==> src/rtl/panel_init_pkg.sv <==
package panel_init_pkg;

   localparam int unsigned SEQ_LEN = 38;
   localparam int unsigned IDX_W   = $clog2(SEQ_LEN);
   localparam int unsigned FRAME_W = 24;
   localparam logic [15:0] SEL_PREFIX = 16'h7400;
   localparam logic [7:0]  VAL_PREFIX = 8'h76;

   typedef struct packed {
      logic [7:0]  addr;
      logic [15:0] val;
      logic [7:0]  dly_ms;
   } entry_t;

   // Packed word layout: {addr, value, delay_ms}
   function automatic entry_t rom_entry(input logic [IDX_W-1:0] i);
      logic [31:0] w;
      case (i)
         6'd0:  w = 32'h07_0000_00;
         6'd1:  w = 32'h13_0000_0A;
         6'd2:  w = 32'h11_3004_00;
         6'd3:  w = 32'h14_200F_00;
         6'd4:  w = 32'h10_1A20_00;
         6'd5:  w = 32'h13_0040_32;
         6'd6:  w = 32'h13_0060_00;
         6'd7:  w = 32'h13_0070_C8;
         6'd8:  w = 32'h01_0127_00;
         6'd9:  w = 32'h02_0700_00;
         6'd10: w = 32'h03_1030_00;
         6'd11: w = 32'h08_0208_00;
         6'd12: w = 32'h0B_0620_00;
         6'd13: w = 32'h0C_0110_00;
         6'd14: w = 32'h30_0120_00;
         6'd15: w = 32'h31_0127_00;
         6'd16: w = 32'h32_0000_00;
         6'd17: w = 32'h33_0503_00;
         6'd18: w = 32'h34_0727_00;
         6'd19: w = 32'h35_0124_00;
         6'd20: w = 32'h36_0706_00;
         6'd21: w = 32'h37_0701_00;
         6'd22: w = 32'h38_0F00_00;
         6'd23: w = 32'h39_0F00_00;
         6'd24: w = 32'h40_0000_00;
         6'd25: w = 32'h41_0000_00;
         6'd26: w = 32'h42_013F_00;
         6'd27: w = 32'h43_0000_00;
         6'd28: w = 32'h44_013F_00;
         6'd29: w = 32'h45_0000_00;
         6'd30: w = 32'h46_EF00_00;
         6'd31: w = 32'h47_013F_00;
         6'd32: w = 32'h48_0000_00;
         6'd33: w = 32'h07_0015_1E;
         6'd34: w = 32'h07_0017_00;
         6'd35: w = 32'h20_0000_00;
         6'd36: w = 32'h21_0000_00;
         6'd37: w = 32'h22_0000_00;
         default: w = 32'h0;
      endcase
      return entry_t'(w);
   endfunction

endpackage

==> src/rtl/pinit_tick.sv <==
module pinit_tick #(
   parameter int unsigned CYCLES = 1000
) (
   input  logic clk,
   input  logic rst_n,
   input  logic clr,
   output logic tick
);
   if (CYCLES < 1) begin : g_bad_cycles
      $error("pinit_tick: CYCLES must be at least 1");
   end

   if (CYCLES == 1) begin : g_direct
      assign tick = !clr;
   end else begin : g_count
      localparam int unsigned CW = $clog2(CYCLES);
      localparam logic [CW-1:0] LAST = CW'(CYCLES - 1);
      logic [CW-1:0] cnt;

      always_ff @(posedge clk or negedge rst_n) begin
         if (!rst_n)                  cnt <= '0;
         else if (clr || cnt == LAST) cnt <= '0;
         else                         cnt <= cnt + 1'b1;
      end

      // masked during the restart cycle so a fresh wait never sees a stale tick
      assign tick = (cnt == LAST) && !clr;
   end
endmodule

==> src/rtl/pinit_serial_tx.sv <==
module pinit_serial_tx #(
   parameter int unsigned HALF    = 4,
   parameter int unsigned FRAME_W = 24
) (
   input  logic               clk,
   input  logic               rst_n,
   input  logic               go,
   input  logic [FRAME_W-1:0] frame,
   output logic               fin,
   output logic               sclk,
   output logic               sdo,
   output logic               cs_n
);
   if (HALF < 1) begin : g_bad_half
      $error("pinit_serial_tx: HALF must be at least 1");
   end

   localparam int unsigned CW = $clog2(2 * HALF + 1);
   localparam int unsigned BW = $clog2(FRAME_W);
   localparam logic [CW-1:0] HALF_END  = CW'(HALF - 1);
   localparam logic [CW-1:0] GUARD_END = CW'(2 * HALF - 1);
   localparam logic [BW-1:0] LAST_BIT  = BW'(FRAME_W - 1);

   typedef enum logic [1:0] {T_IDLE, T_SHIFT, T_GUARD} tstate_t;

   tstate_t            st;
   logic [CW-1:0]      cnt;
   logic [BW-1:0]      bitc;
   logic [FRAME_W-1:0] shreg;

   assign sdo = shreg[FRAME_W-1];

   always_ff @(posedge clk or negedge rst_n) begin
      if (!rst_n) begin
         st    <= T_IDLE;
         cnt   <= '0;
         bitc  <= '0;
         shreg <= '0;
         sclk  <= 1'b0;
         cs_n  <= 1'b1;
         fin   <= 1'b0;
      end else begin
         fin <= 1'b0;
         case (st)
            T_IDLE: if (go) begin
               shreg <= frame;
               cs_n  <= 1'b0;
               cnt   <= '0;
               bitc  <= '0;
               st    <= T_SHIFT;
            end
            T_SHIFT: if (cnt == HALF_END) begin
               cnt  <= '0;
               sclk <= !sclk;
               if (sclk) begin
                  if (bitc == LAST_BIT) begin
                     cs_n <= 1'b1;
                     st   <= T_GUARD;
                  end else begin
                     bitc  <= bitc + 1'b1;
                     shreg <= {shreg[FRAME_W-2:0], 1'b0};
                  end
               end
            end else begin
               cnt <= cnt + 1'b1;
            end
            T_GUARD: if (cnt == GUARD_END) begin
               cnt <= '0;
               fin <= 1'b1;
               st  <= T_IDLE;
            end else begin
               cnt <= cnt + 1'b1;
            end
            default: st <= T_IDLE;
         endcase
      end
   end
endmodule

==> src/rtl/panel_init_seq.sv <==
module panel_init_seq #(
   parameter int unsigned CLK_HZ    = 50_000_000,
   parameter int unsigned SCLK_HALF = 8,
   parameter int unsigned RST_HI_MS = 100,
   parameter int unsigned RST_LO_MS = 20,
   parameter int unsigned SETTLE_MS = 20
) (
   input  logic clk,
   input  logic rst_n,
   input  logic start,
   output logic done,
   output logic sclk,
   output logic sdo,
   output logic cs_n,
   output logic panel_rst_n,
   output logic disp_en
);
   import panel_init_pkg::*;

   localparam int unsigned TICK_CYCLES = CLK_HZ / 1000;
   localparam logic [IDX_W-1:0] LAST_IDX = IDX_W'(SEQ_LEN - 1);

   if (CLK_HZ % 1000 != 0 || CLK_HZ < 1000) begin : g_bad_clk
      $error("panel_init_seq: CLK_HZ must be a nonzero multiple of 1000");
   end
   if (RST_HI_MS < 1 || RST_HI_MS > 255 || RST_LO_MS < 1 || RST_LO_MS > 255 ||
       SETTLE_MS < 1 || SETTLE_MS > 255) begin : g_bad_ms
      $error("panel_init_seq: reset waits must lie in 1..255 ms");
   end

   typedef enum logic [2:0] {
      S_IDLE, S_RST_HI, S_RST_LO, S_SETTLE, S_SEL, S_VAL, S_WAIT, S_DONE
   } sstate_t;

   sstate_t          st;
   logic [IDX_W-1:0] idx;
   logic [7:0]       ms_left;
   logic             tick_clr, tick;
   logic             tx_go, tx_fin;
   logic [FRAME_W-1:0] tx_frame;
   entry_t           cur, nxt;
   logic             ms_last;

   assign cur     = rom_entry(idx);
   assign nxt     = rom_entry(IDX_W'(idx + 1'b1));
   assign ms_last = tick && (ms_left == 8'd1);

   pinit_tick #(.CYCLES(TICK_CYCLES)) u_tick (
      .clk(clk), .rst_n(rst_n), .clr(tick_clr), .tick(tick)
   );

   pinit_serial_tx #(.HALF(SCLK_HALF), .FRAME_W(FRAME_W)) u_tx (
      .clk(clk), .rst_n(rst_n), .go(tx_go), .frame(tx_frame),
      .fin(tx_fin), .sclk(sclk), .sdo(sdo), .cs_n(cs_n)
   );

   always_ff @(posedge clk or negedge rst_n) begin
      if (!rst_n) begin
         st          <= S_IDLE;
         idx         <= '0;
         ms_left     <= '0;
         tick_clr    <= 1'b0;
         tx_go       <= 1'b0;
         tx_frame    <= '0;
         panel_rst_n <= 1'b1;
         disp_en     <= 1'b0;
         done        <= 1'b0;
      end else begin
         tick_clr <= 1'b0;
         tx_go    <= 1'b0;
         case (st)
            S_IDLE, S_DONE: if (start) begin
               done        <= 1'b0;
               disp_en     <= 1'b0;
               panel_rst_n <= 1'b1;
               ms_left     <= 8'(RST_HI_MS);
               tick_clr    <= 1'b1;
               st          <= S_RST_HI;
            end
            S_RST_HI: if (ms_last) begin
               panel_rst_n <= 1'b0;
               ms_left     <= 8'(RST_LO_MS);
               tick_clr    <= 1'b1;
               st          <= S_RST_LO;
            end else if (tick) begin
               ms_left <= ms_left - 1'b1;
            end
            S_RST_LO: if (ms_last) begin
               panel_rst_n <= 1'b1;
               ms_left     <= 8'(SETTLE_MS);
               tick_clr    <= 1'b1;
               st          <= S_SETTLE;
            end else if (tick) begin
               ms_left <= ms_left - 1'b1;
            end
            S_SETTLE: if (ms_last) begin
               idx      <= '0;
               tx_frame <= {SEL_PREFIX, rom_entry('0).addr};
               tx_go    <= 1'b1;
               st       <= S_SEL;
            end else if (tick) begin
               ms_left <= ms_left - 1'b1;
            end
            S_SEL: if (tx_fin) begin
               tx_frame <= {VAL_PREFIX, cur.val};
               tx_go    <= 1'b1;
               st       <= S_VAL;
            end
            S_VAL, S_WAIT: begin
               if ((st == S_VAL && tx_fin && cur.dly_ms != 8'd0)) begin
                  ms_left  <= cur.dly_ms;
                  tick_clr <= 1'b1;
                  st       <= S_WAIT;
               end else if ((st == S_VAL && tx_fin) || (st == S_WAIT && ms_last)) begin
                  if (idx == LAST_IDX) begin
                     done    <= 1'b1;
                     disp_en <= 1'b1;
                     st      <= S_DONE;
                  end else begin
                     idx      <= IDX_W'(idx + 1'b1);
                     tx_frame <= {SEL_PREFIX, nxt.addr};
                     tx_go    <= 1'b1;
                     st       <= S_SEL;
                  end
               end else if (st == S_WAIT && tick) begin
                  ms_left <= ms_left - 1'b1;
               end
            end
            default: st <= S_IDLE;
         endcase
      end
   end
endmodule

==> config.mk <==
export PLATFORM = sky130hd
export DESIGN_NAME = panel_init_seq
export DESIGN_NICKNAME = d
export VERILOG_FILES = /design/src/rtl/panel_init_pkg.sv /design/src/rtl/pinit_tick.sv /design/src/rtl/pinit_serial_tx.sv /design/src/rtl/panel_init_seq.sv
export SDC_FILE = /design/constraint.sdc
export NUM_CORES = 1
export LEC_CHECK = 0
export ABC_AREA = 1
export BUFFER_PORTS_ARGS = -buffer_cell sky130_fd_sc_hd__clkbuf_2
export CELL_PAD_IN_SITES_DETAIL_PLACEMENT = 2
export CELL_PAD_IN_SITES_GLOBAL_PLACEMENT = 2
export CORE_MARGIN = 8
export CORE_UTILIZATION = 41
export DETAILED_ROUTE_END_ITERATION = 8
export MAX_ROUTING_LAYER = met4
export PLACE_DENSITY = 0.84
export SYNTH_ARGS = -nofsm -noshare
export SYNTH_HDL_FRONTEND = slang
export SYNTH_HIERARCHICAL = 1
export SYNTH_SLANG_ARGS = --single-unit
==> constraint.sdc <==
create_clock -name clk -period 4.9 [get_ports clk]
set_clock_uncertainty 0.1 [all_clocks]
set_input_delay 0.735 -clock clk [delete_from_list [all_inputs] [get_ports clk]]
set_output_delay 0.735 -clock clk [all_outputs]
set_load 0.005 [all_outputs]
Word level (Yosys, flattened, before mapping). Memory sizes are Yosys's and may differ from the RTL's. Cells that the tools add are included.

Div/mod/pow operators: 0. Shift-type cells: 0. Equality and inequality tests: 34. Reduce and logical (&&, ||, !) cells: 34. Multipliers: 0. $lt $le $gt $ge: 0. Bitwise operators: 0. Multiplexer cells: 73. Add/subtract/negate cells: 5.

Operators by type and width (number): 24-bit two-way mux (9); 24-bit case mux with 3 select lines (1); 8-bit two-way mux (7); 24-bit case mux with 2 select lines (1); 8-bit case mux with 4 select lines (1); 5-bit two-way mux (6); 5-bit AND reduction (6); 6-bit two-way mux (4); 2-bit != test (second input constant) (11); 3-bit two-way mux (7); 1-bit two-way mux (20); 3-bit case mux with 6 select lines (1); 16-bit by 1-bit adder with 16-bit output (second input constant) (1); 16-bit == test (second input constant) (1); 16-bit two-way mux (1); 5-bit case mux with 3 select lines (1); 3-bit == test (second input constant) (4); 2-bit two-way mux (6); 6-bit case mux with 2 select lines (1); 6-bit AND reduction (2); 5-bit by 1-bit adder with 5-bit output (second input constant) (2); 2-bit by 1-bit != test with 1-bit output (second input constant) (5); 5-bit case mux with 2 select lines (1); 3-bit != test (second input constant) (3); other kinds (26) (44).

Register bits: 100. Bits of input ports: 3. Latch bits: 0. Word-level logic and storage cells: 164. ROM bits: 3712. Memory bits (writable): 0. Memories kept: 2. Output and inout port bits: 6.

Memories: (name not given) (depth 64, width 29, rd ports 1, clocked after Yosys merged registers in 0, write ports 0, RTL line panel_init_pkg.sv:18) `case (i)`; (name not given) (depth 64, width 29, rd ports 1, clocked after Yosys merged registers in 0, write ports 0, RTL line panel_init_pkg.sv:18).

Logic depth before layout (Yosys ltp). Gate-level depths: netlist of the first run.

Depth after elaboration: 8. Gate-level depth with buffers: 17. Mapped depth without buffers: 17.

Cells and area by module. The synthesis of the first run kept the hierarchy.

By module, submodules not included: panel_init_seq (instances 1, sequential area each 927.1 µm², area each 3417.0 µm², cells each 554); pinit_serial_tx (instances 1, sequential area each 977.2 µm², area each 2202.1 µm², cells each 213); pinit_tick (instances 1, sequential area each 400.4 µm², area each 920.9 µm², cells each 122).

Worst setup path before layout of the first run. Ideal clock, no wire load.

Path kind: flip-flop to flip-flop. Start point: register u_tick.g_count.cnt[0]. End point: register tx_frame[15]. Buffers on the path: 1. Data arrival time: 2.070 ns. Required time: 4.727 ns. Clock period less this slack: 2.243 ns. Stages on the path, launching flop included: 15. Path slack: 2.657 ns. Library setup time: 0.073 ns. Path through: dfrtp_1 ha_1 nand3_2 nor2_1 nand2_1 nor2_1 nand2_1 nor2_1 nand2_2 a21oi_1 nand2_1 nor2_4 buf_6 nor2_1 a21oi_2.

Word-level cells in the longest chain between the ends: 7. Elaborated cells between the ends (all ways): 8. Those cells by class: eq/ne: 3; reduce/logical: 5.

RTL lines: start, declared (RTL line pinit_tick.sv:18) `logic [CW-1:0] cnt;`; start signal, assigned (RTL line pinit_tick.sv:23) `else cnt <= cnt + 1'b1;`; 16-bit == test * (RTL line pinit_tick.sv:27) `assign tick = (cnt == LAST) && !clr;`; 1-bit logical AND * (RTL line pinit_tick.sv:27); named net tick (RTL line panel_init_seq.sv:38) `logic tick_clr, tick;`; 1-bit logical AND * (RTL line panel_init_seq.sv:46) `assign ms_last = tick && (ms_left == 8'd1);`; 1-bit logical AND (RTL line panel_init_seq.sv:114) `end else if ((st == S_VAL && tx_fin) || (st == S_WAIT && ms_last)) begin`; 1-bit logical OR (RTL line panel_init_seq.sv:114); 2-bit != test (no line); 6-bit AND reduction (no line) *; end signal, assigned (RTL line panel_init_seq.sv:98) `tx_frame <= {SEL_PREFIX, rom_entry('0).addr};`; end signal, assigned (RTL line panel_init_seq.sv:105) `tx_frame <= {VAL_PREFIX, cur.val};`; end signal, assigned (RTL line panel_init_seq.sv:121) `tx_frame <= {SEL_PREFIX, nxt.addr};`; end, declared (RTL line panel_init_seq.sv:40) `logic [FRAME_W-1:0] tx_frame;`.

The timed path passes the listed nets; every way through them passes the cells marked *. A chain may end at the register's enable or synchronous reset.

Worst setup path after layout of the first run.
Start point: register u_tick.g_count.cnt[0]. End point: register tx_frame[11].

Same word-level chain as after synthesis.

==> reports/metrics.yaml, run 1 <==
yosys:
  ys_types: 47
  synth_cells: 889
  synth_area_um2: 6540
  synth_commonest_cells: "nand2_1 (279), dfrtp_1 (90), nor2_1 (85)"
  ys_ff_latch: 92
  synth.area.top_cells: "dfrtp_1 (34%), nand2_1 (16%), nand3_1 (5.7%), nor2_1 (4.9%), ha_1 (4.2%)"
  yosysWarnings: 6
  yosysSeqAreaShare_pct: 35.2
  synth_top_area_cell: "dfrtp_1"
  synth_top_flop_cell: "dfrtp_1"
  yosysMostFrequentCell: "nand2_1"
  synth.top_cell.area_share_pct: 34.4
  synthArstFlopShare_pct: 100
  synth_area_per_cell_um2: 7.36
  synth_edf_count: 0
die:
  die_y_um: 142
  core-area_um2: 15700
  start_util_pct: 41.6
  die_w_um: 142
  ios: 9
  die_area_um2: 20200
  rows: 46
worst_setup_path:
  cp_num_buf_inv: 2
  slowest_stage: "nor2_1"
  critical_path.endpoint_type: "flip-flop"
  critPathRequiredTime_ps: 5010
  cp_max_fo: 14
  r2r_slack_ps: 1290
  timing.rr.start: "u_tick/g_count.cnt[0]"
  crit_chain: "ha_1 -> nand3_2 -> nor2_1 -> nand2_1 -> nor2_1 -> nand2_1 -> nor2_1 -> nand2_2 -> inv_2 -> nand2_1 -> nand2_1 -> clkinv_1 -> nand3_1 -> o21ai_0"
  crit_path_frequent_cell: "nand2_1"
  arrival_ps: 3710
  cp_top_family: "simple AND/OR/NAND/NOR gates"
  crit_type: "flip-flop to flip-flop"
  cp_slowest_stage_delay_ps: 800
  worstSetupStartpoint: "u_tick/g_count.cnt[0]"
  cp-start-kind: "flip-flop"
clock_tree:
  clk_path_buf_depth: 2
  cts_setup_buffers: 0
  cts_tree: "built"
  numCtsBuffers: 9
  cts-root-buf: "clkbuf_16"
  clk_pin_slew_ps: 70
  worstSkewPairLatency_ps: 360
  cts.hold.buffers_added: 0
  ctsResizeCount: 0
  htreeDepth: 3
  clock_sinks: 92
sta:
  slew_headroom_pct: 32.1
  tns_ps: 0
  hold_viol_final: 0
  timing.fmax_ghz: 0.277
  period_share_pct: 73.6
  rsz0062_at_grt: "no"
  final_max_slew_viol_count: 0
  setup_slack_ps: 1290
  setup_violations: 0
  worst_slew_pin_slew_ps: 1020
  period_needed_ps: 3610
global_route:
  grt_remaining_overflow: 0
  grt_use_total_pct: 23.3
  antenna_found_initial: 0
  grt_max_degree: 70
  grt_pass1_vias: 6739
  grt_pass1_wl_um: 35900
placed_design:
  dpl_cell_area_um2: 6660
  gp_congestion: 0.854
  dp_cells: 1093
  port_buffers: 8
  place_ws_ps: 1450
  hpwl_um: 15900
detailed_routing:
  drc: 0
  dr.pass1.iters: 4
  drt_iter0_drc: 309
  ant_nets: 0
  wl_per_cell_um: 19.5
  vias: 5938
  vias_per_cell: 5.35
  wl_um: 21600
final_layout:
  fillers: 1839
  finalInstanceArea_um2: 6950
  nets: 913
  area_delta_synth_final_pct: 6.31
  insertedDiodeCount: 0
  fin_cells: 1109
  drive_gt1_share_pct: 14.2
power:
  powerDensity_nw_per_um2: 503
  power_leakage_nw: 3.39
  total_power_mw: 3.50
  ir_worst_vdd_mv: 0.243
flow_run:
  max_cap_viol_count: 0
outcome:
  status: "finished clean"
worst_hold_path:
  worst_hold_path_type: "flip-flop to flip-flop"
  worstHoldStart: "panel_rst_n"
cell families (layout without fill, tap and decap cells):
family                     count (synthesis)  count (layout)  share of synthesized area [%]
buffers and inverters                    107             108                           8.23
adders and majority gates                 22              22                           4.21
and+or+nand+nor                          527             527                           36.4
muxes                                     24              24                           3.67
xor gates and xnor gates                  11              11                           1.47
DFF                                       92              92                           35.2
other                                      1               4                         0.0573
AOI/OAI and AO/OA                        105             105                           10.8
flip-flops by register name, summed over array words and instances, names as in the netlist, 2 cells and up:
signal / count
ms_left: 8
u_tx/cnt: 5
u_tx/st: 2
st: 3
idx: 6
u_tick/g_count.cnt: 16
u_tx/shreg: 24
tx_frame: 16
u_tx/bitc: 5
cell usage in the layout, fill, tap and decap left out, types with 8 or more instances in the layout:
cell type  netlist  layout
o21bai_1         8       8
dfrtp_1         90      90
nand2_2         31      31
inv_2            8       8
mux2i_1         24      24
ha_1            22      21
o21ai_2         29      29
nand3_1         75      75
nand2_1        279     279
o21ai_0         27      27
nand4_1         25      25
inv_1           71      71
clkbuf_16        0       9
a21oi_1         21      21
o21ai_1          9       9
nor2_1          85      85
layer usage:
metal | global-route usage, % | wire length [um] | up-vias | part of all wire (%)
met5 | - | 0 | - | 0
met4 | 6.71 | 445 | 0 | 2.1
met3 | 4.23 | 463 | 38 | 2.1
met2 | 40.1 | 11100 | 71 | 51
met1 | 27.3 | 9570 | 2965 | 44
li1 | - | - | 2864 | -
cell type report:
type / instances / area, um^2 / share of cell area [%]
clock inverters: 3 / 46.3 / 0.666
repair buffers: 11 / 65.1 / 0.936
clock buffers: 13 / 250 / 3.60
flip-flops and latches: 92 / 2300 / 33.1
well taps: 216 / 270 / 3.89
multi-input cells: 693 / 3710 / 53.4
inverters: 81 / 305 / 4.39
power by group:
group | internal (mW) | switching, mW | total (mW)
clock network | 0.411 | 0.303 | 0.714
logic | 0.515 | 1.13 | 1.65
registers | 0.959 | 0.179 | 1.14
total | 1.88 | 1.61 | 3.50
tightest hold or removal path, cell delays in order (launching register included):
cell and delay [ps]:
dfstp_2 370, nand2_1 50, nand2_1 50
final timing paths:
path,to,cells after the start
max in group asynchronous,panel_rst_n,2
setup / recovery,tx_frame[11],14
hold reg to reg,panel_rst_n,2
hold / removal,panel_rst_n,2
setup reg to reg,tx_frame[11],14
min in group asynchronous,u_tick/g_count.cnt[13],1
stage by stage:
stage / hold slack (ps) / util [%]
floorplan: 339 / -
global placement: 355 / 42.4
detailed placement: 365 / 42.4
CTS: 374 / 44.3
global route: 403 / 44.3
finish: 371 / 44.3
Power figures use the tool's default switching activity.
==> inputs of run 2 (changes only) <==
Settings changed: CORE_UTILIZATION 41 to 38, PLACE_DENSITY 0.84 to 0.79.
Clock period 4.9 ns to 3.6 ns, I/O delays scaled along.
==> reports/metrics.yaml, run 2 (synthesis results as in run 1) <==
placed_design:
  dp_cells: 1105  # was 1,093
  hpwl_um: 15700  # was 15,900 um
  port_buffers: 8  # unchanged
  gp_congestion: 0.869  # was 0.854
  place_ws_ps: 528  # was 1450 ps
sta:
  period_needed_ps: 3120  # was 3610 ps
  final_max_slew_viol_count: 0  # unchanged
  whs_ps: 108  # was 371 ps
  worst_slew_pin_slew_ps: 782  # was 1020 ps
  setup_violations: 0  # unchanged
  slew_headroom_pct: 47.9  # was 32.1%
  timing.fmax_ghz: 0.321  # was 0.277 GHz
  rsz0062_at_grt: "no"  # unchanged
  tns_ps: 0  # unchanged
  setup_slack_ps: 481  # was 1290 ps
  hold_viol_final: 0  # unchanged
  period_share_pct: 86.6  # was 73.6%
worst_setup_path:
  critical_path.endpoint_type: "flip-flop"  # unchanged
  cp_max_fo: 15  # was 14
  timing.rr.start: "u_tick/g_count.cnt[0]"  # unchanged
  critPathRequiredTime_ps: 3750  # was 5010 ps
  worstSetupStartpoint: "u_tick/g_count.cnt[0]"  # unchanged
  crit_type: "flip-flop to flip-flop"  # unchanged
  arrival_ps: 3270  # was 3710 ps
  cp-start-kind: "flip-flop"  # unchanged
clock_tree:
  worstSkewPairLatency_ps: 350  # was 360 ps
  numCtsBuffers: 9  # unchanged
  clock_sinks: 92  # unchanged
  cts-root-buf: "clkbuf_16"  # unchanged
  ctsResizeCount: 0  # unchanged
  clk_path_buf_depth: 2  # unchanged
  htreeDepth: 3  # unchanged
  clk_pin_slew_ps: 70  # about the same
  cts_tree: "built"  # unchanged
  cts_setup_buffers: 0  # unchanged
  cts.hold.buffers_added: 0  # unchanged
power:
  power_leakage_nw: 3.43  # was 3.39 nW
  swShare_pct: 45.4  # was 46.1%
  ir_worst_vdd_mv: 0.290  # was 0.243 mV
  p_clk_share_pct: 22.4  # was 20.4%
  powerDensity_nw_per_um2: 687  # was 503 nW/um^2
  p_int_mw: 2.63  # was 1.88 mW
  power.switching_mw: 2.19  # was 1.61 mW
  p_seq_share_pct: 31.9  # was 32.5%
  comb_power_share_pct: 45.7  # was 47.0%
final_layout:
  fillers: 1991  # was 1,839
  regMostFlops: "u_tx/shreg"  # unchanged
  final_core_util_pct: 41.1  # was 44.3%
  largest_reg_flops: 24  # unchanged
  insertedDiodeCount: 0  # unchanged
  final_cell_mix: "nand2_1 (279), dfrtp_1 (90), nor2_1 (85), nand3_1 (75), inv_1 (71)"  # unchanged
  nets: 916  # was 913
  largestRegisters: "u_tx/shreg x24, tx_frame x16, u_tick/g_count.cnt x16"  # unchanged
  fin_cells: 1121  # was 1,109
  final_common_cell: "nand2_1"  # unchanged
  area_delta_synth_final_pct: 7.27  # was 6.31%
  drive_gt1_share_pct: 14.7  # was 14.2%
detailed_routing:
  wl_um: 21300  # was 21,600 um
  drt_iter0_drc: 255  # was 309
  vias: 5963  # was 5,938
  wl_per_cell_um: 19.0  # was 19.5 um
  drc: 0  # unchanged
  dr.pass1.iters: 6  # was 4
  vias_per_cell: 5.32  # was 5.35
  ant_nets: 0  # unchanged
die:
  core-area_um2: 17100  # was 15,700 um^2
  ios: 9  # unchanged
  rows: 48  # was 46
  die_area_um2: 21700  # was 20,200 um^2
  die_y_um: 147  # was 142 um
  die_w_um: 147  # was 142 um
  start_util_pct: 38.3  # was 41.6%
outcome:
  status: "finished clean"  # unchanged
global_route:
  grt_pass1_wl_um: 35800  # was 35,900 um
  antenna_found_initial: 0  # unchanged
  grt_use_total_pct: 20.8  # was 23.3%
  grt_max_degree: 55  # was 70
  grt_remaining_overflow: 0  # unchanged
  grt_pass1_vias: 6755  # was 6,739
flow_run:
  max_cap_viol_count: 0  # unchanged
worst_hold_path:
  worst_hold_path_type: "input pin to async pin"  # was flip-flop to flip-flop
[run 2: changes by cell type in the layout (fill, tap and decap cells not counted)]
cell and delta:
buf_4 +3, inv_8 +2, clkinv_2 +1, bufinv_16 +1, clkbuf_1 -2, clkinvlp_4 -1
clkbuf_8 -1
[run 2: worst paths after layout]
kind / slack (ps) / end / cells past startpoint
worst min register to register: 390 / u_tx/shreg[18] / 2
min in group clk: 390 / u_tx/shreg[18] / 2
worst max-delay path: 480 / tx_frame[0] / 15
max in group asynchronous: 2420 / u_tx/cs_n / 2
worst min-delay path: 110 / u_tick/g_count.cnt[14] / 1
worst max register to register: 480 / tx_frame[0] / 15
[run 2: cell type report]
type	instances	area [um^2]	area share (%)
clock buffers	10	229	3.26
clock inverters	6	96.3	1.37
inverters	81	305	4.35
multi-input cells	693	3710	52.9
flip-flops and latches	92	2300	32.9
well taps	225	282	4.01
repair buffers	14	87.6	1.25
[run 2: power groups by stage]
stage / Sequential (mW) / Clock [mW] / Combinational (mW)
finish: 1.54 / 1.08 / 2.20
CTS: 1.54 / 1.11 / 2.24
global route: 1.58 / 1.14 / 2.48
global placement: 1.53 / 0 / 2.07
floorplan: 1.47 / 0 / 1.85
detailed placement: 1.56 / 0 / 2.19
[run 2: critical path: stages (launching register included)]
cell     delay [ps]
dfrtp_1         410
ha_1            230
nand3_2         160
nor2_1          140
nand2_1         110
nor2_1          230
buf_4           260
nand2_1          80
nor2_1          210
nand3_1         140
nand2_1         110
nand3_2         340
nand2_1         240
nand3_1         110
nand2_1          80
inv_1            40
[run 2: per-stage QoR]
stage | power (mW) | area, um^2
after detailed placement | 3.75 | 6690
final | 4.82 | 7020
after floorplan | 3.32 | 6550
after global routing | 5.20 | 7020
after CTS | 4.89 | 7020
after global placement | 3.59 | 6690
[run 2: per-layer routing]
layer	up-vias	track usage [%]	part of all wire [%]
li1	2872	-	-
met1	3034	24.8	46
met2	40	36.5	51
met3	17	3.05	1.6
met4	0	5.00	1.3
met5	-	-	0
